$ cat config.mk
export PLATFORM = sky130hd
export DESIGN_NAME = subq_capture
export DESIGN_NICKNAME = d
export VERILOG_FILES = /design/src/rtl/subq_pkg.sv /design/src/rtl/subq_crc16.sv /design/src/rtl/subq_collect.sv /design/src/rtl/subq_id_detect.sv /design/src/rtl/subq_strobe.sv /design/src/rtl/subq_capture.sv
export SDC_FILE = /design/constraint.sdc
export NUM_CORES = 1
export LEC_CHECK = 0
export ABC_AREA = 1
export ABC_CLOCK_PERIOD_IN_PS = 2200
export BUFFER_PORTS_ARGS = -buffer_cell sky130_fd_sc_hd__buf_4
export CORE_UTILIZATION = 45
export DETAILED_ROUTE_END_ITERATION = 16
export GPL_ROUTABILITY_DRIVEN = 0
export PLACE_DENSITY = 0.68
export SLEW_MARGIN = 20
export SYNTH_ARGS = -nofsm -noshare
export SYNTH_HDL_FRONTEND = slang
export SYNTH_SLANG_ARGS = --single-unit
$ cat constraint.sdc
create_clock -name clk_i -period 2.2 [get_ports clk_i]
set_input_delay 0.11 -clock clk_i [delete_from_list [all_inputs] [get_ports clk_i]]
set_output_delay 0.11 -clock clk_i [all_outputs]
set_load 0.05 [all_outputs]
$ cat src/rtl/subq_pkg.sv
package subq_pkg;
  localparam int unsigned Q_DATA_BITS = 80;
  localparam int unsigned Q_CHK_BITS  = 16;
  localparam logic [15:0] CHK_POLY    = 16'h1021;
  localparam logic [6:0]  DAT_CAT     = 7'b1100000;
endpackage

$ cat src/rtl/subq_crc16.sv
module subq_crc16 #(
  parameter int unsigned W = 16,
  parameter logic [W-1:0] POLY = 16'h1021
) (
  input  logic         clk_i,
  input  logic         rst_ni,
  input  logic         init_i,
  input  logic         en_i,
  input  logic         bit_i,
  output logic [W-1:0] crc_o
);
  logic [W-1:0] crc_q, base, nxt;

  always_comb begin
    base = init_i ? '0 : crc_q;
    nxt  = {base[W-2:0], 1'b0} ^ ((bit_i ^ base[W-1]) ? POLY : '0);
  end

  always_ff @(posedge clk_i or negedge rst_ni) begin
    if (!rst_ni)   crc_q <= '0;
    else if (en_i) crc_q <= nxt;
    else if (init_i) crc_q <= '0;
  end

  assign crc_o = crc_q;
endmodule

$ cat src/rtl/subq_collect.sv
module subq_collect #(
  parameter int unsigned DATA_BITS = subq_pkg::Q_DATA_BITS,
  parameter int unsigned CHK_BITS  = subq_pkg::Q_CHK_BITS
) (
  input  logic                 clk_i,
  input  logic                 rst_ni,
  input  logic                 clr_i,
  input  logic                 bit_vld_i,
  input  logic                 bit_i,
  input  logic                 blk_start_i,
  output logic                 done_o,
  output logic                 pass_o,
  output logic [DATA_BITS-1:0] data_o
);
  localparam int unsigned TOTAL = DATA_BITS + CHK_BITS;
  localparam int unsigned CW    = $clog2(TOTAL + 1);
  localparam int unsigned DIW   = $clog2(DATA_BITS);

  logic                 active_q, done_q, pass_q;
  logic [CW-1:0]        cnt_q, cur_idx;
  logic [DATA_BITS-1:0] data_q;
  logic [CHK_BITS-1:0]  rx_q, crc;
  logic                 take, in_data;
  logic [DIW-1:0]       wr_pos;

  always_comb begin
    cur_idx = blk_start_i ? '0 : cnt_q;
    take    = bit_vld_i && (blk_start_i || active_q) && !clr_i;
    in_data = cur_idx < CW'(DATA_BITS);
    // payload bytes arrive MSB first: mirror the bit index inside the byte
    wr_pos  = DIW'({cur_idx[CW-1:3], ~cur_idx[2:0]});
  end

  subq_crc16 #(.W(CHK_BITS), .POLY(subq_pkg::CHK_POLY)) u_crc (
    .clk_i  (clk_i),
    .rst_ni (rst_ni),
    .init_i (take && blk_start_i),
    .en_i   (take && in_data),
    .bit_i  (bit_i),
    .crc_o  (crc)
  );

  always_ff @(posedge clk_i or negedge rst_ni) begin
    if (!rst_ni) begin
      active_q <= 1'b0;
      cnt_q    <= '0;
      done_q   <= 1'b0;
      pass_q   <= 1'b0;
      data_q   <= '0;
      rx_q     <= '0;
    end else begin
      done_q <= 1'b0;
      if (clr_i) begin
        active_q <= 1'b0;
        cnt_q    <= '0;
      end else if (take) begin
        active_q <= 1'b1;
        cnt_q    <= cur_idx + 1'b1;
        if (in_data) data_q[wr_pos] <= bit_i;
        else         rx_q <= {rx_q[CHK_BITS-2:0], bit_i};
        if (cur_idx == CW'(TOTAL - 1)) begin
          active_q <= 1'b0;
          cnt_q    <= '0;
          done_q   <= 1'b1;
          pass_q   <= ({rx_q[CHK_BITS-2:0], bit_i} == ~crc);
        end
      end
    end
  end

  assign done_o = done_q;
  assign pass_o = pass_q;
  assign data_o = data_q;

  a_r1_done_single: assert property (@(posedge clk_i) disable iff (!rst_ni)
    done_q |=> !done_q);
  a_r1_cnt_range: assert property (@(posedge clk_i) disable iff (!rst_ni)
    cnt_q < CW'(TOTAL));
  a_r1_done_needs_bit: assert property (@(posedge clk_i) disable iff (!rst_ni)
    $rose(done_q) |-> $past(bit_vld_i));
endmodule

$ cat src/rtl/subq_id_detect.sv
module subq_id_detect (
  input  logic       clk_i,
  input  logic       rst_ni,
  input  logic       clr_i,
  input  logic       frame_stb_i,
  input  logic       user_l_i,
  input  logic       user_r_i,
  input  logic [7:0] cat_code_i,
  output logic       start_o,
  output logic       short_o
);
  logic armed_q, start_q, short_q, dat;

  assign dat = (cat_code_i[7:1] == subq_pkg::DAT_CAT);

  always_ff @(posedge clk_i or negedge rst_ni) begin
    if (!rst_ni) begin
      armed_q <= 1'b0;
      start_q <= 1'b0;
      short_q <= 1'b0;
    end else begin
      start_q <= 1'b0;
      short_q <= 1'b0;
      if (clr_i) begin
        armed_q <= 1'b0;
      end else if (frame_stb_i) begin
        if (!dat) begin
          armed_q <= 1'b0;
        end else if (armed_q) begin
          short_q <= user_l_i;
          armed_q <= 1'b0;
        end else if (user_l_i) begin
          if (user_r_i) start_q <= 1'b1;
          else          armed_q <= 1'b1;
        end
      end
    end
  end

  assign start_o = start_q;
  assign short_o = short_q;

  a_r4_dat_gate: assert property (@(posedge clk_i) disable iff (!rst_ni)
    (start_q || short_q) |-> $past(cat_code_i[7:1] == subq_pkg::DAT_CAT && frame_stb_i));
  a_r5_r6_one_id: assert property (@(posedge clk_i) disable iff (!rst_ni)
    $onehot0({start_q, short_q}));
endmodule

$ cat src/rtl/subq_strobe.sv
module subq_strobe #(
  parameter int unsigned PULSE_FRAMES = 6
) (
  input  logic clk_i,
  input  logic rst_ni,
  input  logic clr_i,
  input  logic trig_i,
  input  logic frame_stb_i,
  output logic rdy_no_o
);
  localparam int unsigned PW = $clog2(PULSE_FRAMES + 1);
  logic [PW-1:0] left_q;

  always_ff @(posedge clk_i or negedge rst_ni) begin
    if (!rst_ni)                       left_q <= '0;
    else if (clr_i)                    left_q <= '0;
    else if (trig_i)                   left_q <= PW'(PULSE_FRAMES);
    else if (frame_stb_i && left_q != '0) left_q <= left_q - 1'b1;
  end

  assign rdy_no_o = (left_q == '0);

  a_r7_hold_low: assert property (@(posedge clk_i) disable iff (!rst_ni)
    (!rdy_no_o && !frame_stb_i && !clr_i) |=> !rdy_no_o);
  a_r7_rise_cause: assert property (@(posedge clk_i) disable iff (!rst_ni)
    $rose(rdy_no_o) |-> $past(frame_stb_i || clr_i));
endmodule

$ cat src/rtl/subq_capture.sv
module subq_capture #(
  parameter int unsigned DATA_BITS    = subq_pkg::Q_DATA_BITS,
  parameter int unsigned CHK_BITS     = subq_pkg::Q_CHK_BITS,
  parameter int unsigned PULSE_FRAMES = 6
) (
  input  logic                 clk_i,
  input  logic                 rst_ni,
  input  logic                 lock_err_i,
  input  logic                 bit_vld_i,
  input  logic                 bit_i,
  input  logic                 blk_start_i,
  input  logic                 frame_stb_i,
  input  logic                 user_l_i,
  input  logic                 user_r_i,
  input  logic [7:0]           cat_code_i,
  output logic [DATA_BITS-1:0] q_data_o,
  output logic                 q_flag_o,
  output logic                 rdy_no_o
);
  logic                 col_done, col_pass, id_start, id_short, trig;
  logic [DATA_BITS-1:0] col_data, buf_q;
  logic                 flag_q;

  subq_collect #(.DATA_BITS(DATA_BITS), .CHK_BITS(CHK_BITS)) u_collect (
    .clk_i       (clk_i),
    .rst_ni      (rst_ni),
    .clr_i       (lock_err_i),
    .bit_vld_i   (bit_vld_i),
    .bit_i       (bit_i),
    .blk_start_i (blk_start_i),
    .done_o      (col_done),
    .pass_o      (col_pass),
    .data_o      (col_data)
  );

  subq_id_detect u_id (
    .clk_i       (clk_i),
    .rst_ni      (rst_ni),
    .clr_i       (lock_err_i),
    .frame_stb_i (frame_stb_i),
    .user_l_i    (user_l_i),
    .user_r_i    (user_r_i),
    .cat_code_i  (cat_code_i),
    .start_o     (id_start),
    .short_o     (id_short)
  );

  assign trig = !lock_err_i && (col_done || id_start || id_short);

  subq_strobe #(.PULSE_FRAMES(PULSE_FRAMES)) u_strobe (
    .clk_i       (clk_i),
    .rst_ni      (rst_ni),
    .clr_i       (lock_err_i),
    .trig_i      (trig),
    .frame_stb_i (frame_stb_i),
    .rdy_no_o    (rdy_no_o)
  );

  // marker results take priority over a block completing in the same cycle
  always_ff @(posedge clk_i or negedge rst_ni) begin
    if (!rst_ni) begin
      buf_q  <= '0;
      flag_q <= 1'b0;
    end else if (!lock_err_i) begin
      if (id_start) begin
        buf_q  <= '1;
        flag_q <= 1'b1;
      end else if (id_short) begin
        buf_q  <= '0;
        flag_q <= 1'b0;
      end else if (col_done) begin
        buf_q  <= col_data;
        flag_q <= col_pass;
      end
    end
  end

  assign q_data_o = lock_err_i ? '0 : buf_q;
  assign q_flag_o = lock_err_i ? 1'b0 : flag_q;

  a_r1_fall_cause: assert property (@(posedge clk_i) disable iff (!rst_ni)
    $fell(rdy_no_o) |-> $past(col_done || id_start || id_short));
  a_r8_lock_releases: assert property (@(posedge clk_i) disable iff (!rst_ni)
    $past(lock_err_i) |-> rdy_no_o);
endmodule

==> reports/metrics.cfg, run 1 <==
[worst_setup_path]
timing.critical_path.buf_inv = 4
startpoint = cat_code_i[3]
r2r_cells = 8
path_cells = dlygate4sd3_1, buf_4, nor4_1, dlygate4sd3_1, nand2_1, dlygate4sd3_1, nor4_1
worst_path_largest_cell_delay_ns = 0.61
cp.depth = 7
rrSetupSlack_ns = 0.25
r2r-end = u_collect.pass_o
crit_arrival_ns = 2.43
cp-start-kind = input pin
crit_family = buffers and inverters
worstReg2RegStart = u_collect.cnt_q[0]
critPathRequiredTime_ns = 2.58
crit_path_end_kind = flop
path_class = in -> reg
path_max_fanout = 2
crit_path_end = u_id.short_o
path_common_cell = dlygate4sd3_1
critPathSlowestCell = dlygate4sd3_1

[global_route]
antenna_found_initial = 0
grt_first_pass_wirelength_mm = 37.18
overflow = 0
grt_max_degree = 82
grt_util_all_layers_pct = 20.36
grt_pass1_vias = 7643

[detailed_routing]
dr_wl_met2_mm = 10.42
routed_wl_mm = 22.14
met1_length_mm = 10.32
dr_total_vias = 8093
ant_nets = 0
vias_per_cell = 4.914
drc_errors = 0
wl_per_cell_um = 13.44
wl_met3_um = 964
drt_pass1_iterations = 6
top_layer = met4
drtIter0Drc = 438

[synth]
yosysWarnings = 0
yosysTopAreaCellShare_pct = 52.16
synth_edf_count = 0
synthCells = 1260
avgSynthCellArea_um2 = 7.920
syn_area_um2 = 9980
synthFlopType = dfrtp_1
synth_top_area_cell = dfrtp_1
synth.distinct_cells = 34
async_flop_share_pct = 100.0
synthTopCellsByArea = dfrtp_1, o21ai_0, nand2_1
ys_seq_elements = 208
synth_fp_nets = 1280
ys_seq_area_share_pct = 52.16

[hold_path]
min_path_type = in -> reg

[floorplan]
fp.coreArea_um2 = 21760
num_rows = 54
io_pins = 99
chipHeight_um = 150.9
dieArea_um2 = 22780
die_w_um = 150.9
initial_utilization_pct = 45.87

[status]
status = completed

[timing]
relSlewSlack_pct = 52.47
tns_ns = 0
worstMarginPinSlew_ns = 0.7129
hold_viol_final = 0
min_period_ns = 2.049
finalSetupViolations = 0
max_freq_mhz = 488.1
timing.final.max_slew_violations = 0
post-route-period-util_pct = 93.12
rsz0062_at_grt = no
skew_ns = 0.02102

[placed_design]
port_buffers = 97
dp_hpwl_mm = 14.54

[cells_and_area]
multi_input_area_um2 = 3709
drive_gt1_share_pct = 14.56
n_antenna_cell = 0
syn_to_final_growth_pct = 19.87
final-seq-area_um2 = 5206
fin_nets = 1372
final.fill_count = 2027

[power]
ir_worst_vdd_v = 0.0005998
power_density_nw_per_um2 = 772.2
power_mw = 9.237
leakagePower_nw = 5.715

[clocking]
postCtsSetupBuffers = 0
clk_path_buf_depth = 3
cts_tree = built
cts_made_buffers = 23
clkTransAtPathRegs_ns = 0.06
clock_latency_ns = 0.52
clock-sinks = 208
clockRootBuffer = clkbuf_16
cts_max_level = 1

[flow_run]
maxCapViolations = 0

-- metal layers --
layer	vias to the layer above	GRT usage, %
met5	-	0
met4	0	4.750
met3	33	3.012
met2	163	33.07
met1	3781	28.74
li1	4116	-
-- state kept, by name, summed over array words and instances, names as in the netlist --
name / cells
u_collect.rx_q: 15
u_collect.cnt_q: 7
u_collect.data_o: 80
u_id.start_o: 1
u_id.armed_q: 1
buf_q: 80
u_id.short_o: 1
u_collect.u_crc.crc_o: 16
u_strobe.left_q: 3
u_collect.active_q: 1
u_collect.done_o: 1
flag_q: 1
u_collect.pass_o: 1
-- metrics by stage --
| stage | hold slack [ns] | std cells | area, um2 | util (%) | setup WS [ns] |
|---|---|---|---|---|---|
| detailed placement | 0.07952 | 1600 | 11080 | 50.91 | 0.3744 |
| finish | 0.03270 | 1647 | 11960 | 54.99 | 0.1514 |
| global route | 0.04959 | 1647 | 11960 | 54.99 | 0.06964 |
| global placement | 0.08333 | 1600 | 11080 | 50.91 | 0.4135 |
| CTS | 0.008854 | 1647 | 11960 | 54.99 | 0.1900 |
| floorplan | -0.1856 | 1260 | 9980 | - | 0.5304 |
-- area by class of cell --
type	instances	area share, %
clock buffers	34	5.826
clock inverters	6	1.004
inverters	204	6.422
multi-input cells	780	31.00
flip-flops and latches	208	43.52
well taps	280	2.929
repair buffers	135	9.298
-- cells in the final DEF (no fill, tap or decap), drive strengths merged, types with 6 or more instances in the layout --
master       instances
xor2                10
nor2               162
dfrtp              208
dlygate4sd3          7
nand3               60
clkbuf              35
mux2                 7
a21oi               40
xnor2                6
buf                127
nand4                6
o21ai              234
nand2              236
inv                205
-- worst min-delay path by stage --
stage                     startpoint                 end  slack, ns  cells past startpoint
after floorplan               rst_ni            buf_q[0]      -0.19                      0
after detailed placement      rst_ni           buf_q[13]       0.08                      1
after global routing       bit_vld_i  u_collect.cnt_q[6]       0.05                      6
after CTS                  bit_vld_i  u_collect.cnt_q[6]      0.009                      6
final                      bit_vld_i  u_collect.cnt_q[4]       0.03                      5
after global placement        rst_ni           buf_q[14]       0.08                      1
-- what timing repair did --
action | in CTS | in global routing
setup endpoints to repair | 0 | 0
hold buffers | 7 | 0
endpoints found under the hold margin | 211 | 0
gates resized for setup | 0 | 0
-- logic make-up (layout without fill, tap and decap cells) --
family	Yosys count	count (layout)	synth area share (%)
muxes	7	7	0.7899
xor gates and xnor gates	16	16	1.404
adders and majority gates	3	3	0.3762
and+or+nand+nor	471	471	20.12
AOI/OAI and AO/OA	283	283	14.39
buffers and inverters	272	379	10.76
DFF	208	208	52.16
-- worst reg2reg max path: cells and delay by family (launching register included) --
| family | cells | cell delay [ns] |
|---|---|---|
| AOI/OAI and AO/OA | 1 | 0.20 |
| adders and majority gates | 1 | 0.25 |
| buffers and inverters | 2 | 0.23 |
| DFF | 1 | 0.44 |
| and+or+nand+nor | 4 | 0.68 |
-- power by group --
group	leakage, nW	internal (mW)	switching, mW	total [mW]
Combinational	2.82	0.332	0.773	1.10
Clock	0.405	2.55	1.53	4.07
Sequential	2.49	3.99	0.0734	4.06
-- cell usage after synthesis (7+ instances only) --
cell type	instances
buf_1	10
mux2_2	7
dfrtp_1	208
nor2_2	7
buf_2	15
xor2_1	10
nor2_4	8
o21ai_0	223
clkbuf_1	36
nand3_1	60
inv_1	202
a21oi_1	39
o21ai_1	11
nor2_1	145
nand2_1	232
Power figures use the tool's default switching activity.
==> run 2: changes to the inputs <==
--- a/config.mk
+++ b/config.mk
@@ -7,7 +7,7 @@
 export LEC_CHECK = 0
 export ABC_AREA = 1
 export ABC_CLOCK_PERIOD_IN_PS = 2200
-export BUFFER_PORTS_ARGS = -buffer_cell sky130_fd_sc_hd__buf_4
+export BUFFER_PORTS_ARGS = -buffer_cell sky130_fd_sc_hd__buf_2
 export CORE_UTILIZATION = 45
 export DETAILED_ROUTE_END_ITERATION = 16
 export GPL_ROUTABILITY_DRIVEN = 0
==> run 2 against run 1 <==
Against the previous run: total power down 3.5%; core utilization fell by 1.3 points; count of clock-buffer cells in the layout grew 2.
==> reports/metrics.cfg, run 2 (synthesis gave the netlist of run 1 again) <==
[worst_setup_path]
critPathRequiredTime_ns = 2.57
crit_arrival_ns = 2.48
path_cells = dlygate4sd3_1, buf_2, nor4_1, dlygate4sd3_1, nand2_1, dlygate4sd3_1, nor4_1
path_class = in -> reg
path_common_cell = dlygate4sd3_1
worst_path_largest_cell_delay_ns = 0.63
timing.critical_path.buf_inv = 4
critPathSlowestCell = dlygate4sd3_1
cp-start-kind = input pin
path_max_fanout = 2
crit_family = buffers and inverters
crit_path_end_kind = flop

[timing]
post-route-period-util_pct = 95.94
hold_viol_final = 0
finalSetupViolations = 0
rsz0062_at_grt = no
worstMarginPinSlew_ns = 0.8080
min_period_ns = 2.111
timing.final.max_slew_violations = 0
max_freq_mhz = 473.8
skew_ns = 0.006820
relSlewSlack_pct = 46.07
tns_ns = 0
holdWs_ns = 0.01650

[detailed_routing]
drt_pass1_iterations = 5
vias_per_cell = 4.888
ant_nets = 0
dr_wl_met2_mm = 10.31
top_layer = met4
met1_length_mm = 10.73
dr_total_vias = 8061
routed_wl_mm = 22.39
drtIter0Drc = 524
wl_per_cell_um = 13.58
drc_errors = 0
wl_met3_um = 938

[power]
p_clk_share_pct = 42.7
swShare_pct = 26.05
leakagePower_nw = 5.648
switchingPower_mw = 2.321
power_density_nw_per_um2 = 762.6
seq_power_share_pct = 45.6
p_int_mw = 6.590
combPwrFrac_pct = 11.8
ir_worst_vdd_v = 0.0004290

[floorplan]
fp.coreArea_um2 = 21760
die_w_um = 150.9
dieArea_um2 = 22780
chipHeight_um = 150.9
num_rows = 54
initial_utilization_pct = 45.87
io_pins = 99

[global_route]
grt_pass1_vias = 7563
grt_max_degree = 99
grt_first_pass_wirelength_mm = 37.39
overflow = 0
antenna_found_initial = 1
grt_util_all_layers_pct = 20.43

[clocking]
cts_max_level = 1
clock-sinks = 208
clock_latency_ns = 0.50
clk_path_buf_depth = 3
clockRootBuffer = clkbuf_16
clkTransAtPathRegs_ns = 0.06
cts_made_buffers = 23
cts_tree = built
postCtsSetupBuffers = 0

[flow_run]
maxCapViolations = 0

[cells_and_area]
fin_nets = 1374
layout_commonest_cell = nand2_1
syn_to_final_growth_pct = 17.09
most-common-layout-cells = nand2_1, o21ai_0, dfrtp_1, inv_1, nor2_1
drive_gt1_share_pct = 14.33

[placed_design]
port_buffers = 97
dp_hpwl_mm = 14.65

[status]
status = completed

[hold_path]
min_path_type = in -> reg

-- run 2: cell types whose count changed in the layout (fill, tap and decap cells not counted) --
cell,before,now
buf_4,121,24
clkbuf_1,3,4
dlygate4sd3_1,7,10
buf_2,0,96
diode_2,0,1
clkbuf_8,9,10
inv_16,1,0
bufinv_16,3,1
-- run 2: final timing paths --
check / from / to / slack, ns / cells after the start
max: cat_code_i[3] / u_id.short_o / 0.09 / 7
min: lock_err_i / u_collect.cnt_q[4] / 0.02 / 4
max reg2reg: u_collect.cnt_q[0] / u_collect.pass_o / 0.30 / 9
min reg2reg: u_collect.data_o[13] / u_collect.data_o[13] / 0.48 / 2
max in group asynchronous: rst_ni / u_collect.rx_q[12] / 1.32 / 3
min in group asynchronous: rst_ni / buf_q[14] / 0.19 / 2
-- run 2: cell type report --
class                   count  area [um2]
diodes                      1       2.502
clock inverters             3       40.04
multi-input cells         780        3709
well taps                 280       350.3
fillers                  2048       10070
repair buffers            137       894.6
inverters                 204       768.2
flip-flops and latches    208        5206
clock buffers              36       714.4
-- run 2: through the flow --
stage | area (um2) | total power, mW | std cells | setup WS [ns] | util, %
final | 11690 | 8.911 | 1649 | 0.08938 | 53.71
after global routing | 11680 | 9.271 | 1648 | 0.04006 | 53.70
after detailed placement | 10830 | 5.177 | 1599 | 0.3260 | 49.77
after floorplan | 9980 | 4.860 | 1260 | 0.5304 | -
after CTS | 11680 | 9.026 | 1648 | 0.2301 | 53.70
after global placement | 10830 | 5.148 | 1599 | 0.3695 | 49.77
-- run 2: tightest hold or removal path, delay by kind of cell --
| kind | cells | cell delay, ns |
|---|---|---|
| AOI/OAI and AO/OA | 1 | 0.07 |
| and+or+nand+nor | 2 | 0.13 |
| buffers and inverters | 1 | 0.15 |
-- run 2: power groups by stage --
stage	Sequential (mW)	Clock (mW)	Combinational (mW)
floorplan	4.11	0	0.750
global placement	4.12	0	1.03
detailed placement	4.13	0	1.05
CTS	4.06	3.90	1.06
global route	4.08	4.03	1.16
finish	4.06	3.80	1.05
-- run 2: metal layers --
layer | vias up | GRT usage (%)
met5 | - | 0
met4 | 0 | 5.200
met3 | 36 | 2.922
met2 | 163 | 32.78
met1 | 3746 | 29.05
li1 | 4116 | -
-- run 2: repair_timing --
item / in CTS / in global routing
resized for setup: 0 / 0
hold endpoints to repair: 70 / 0
hold buffers: 10 / 0
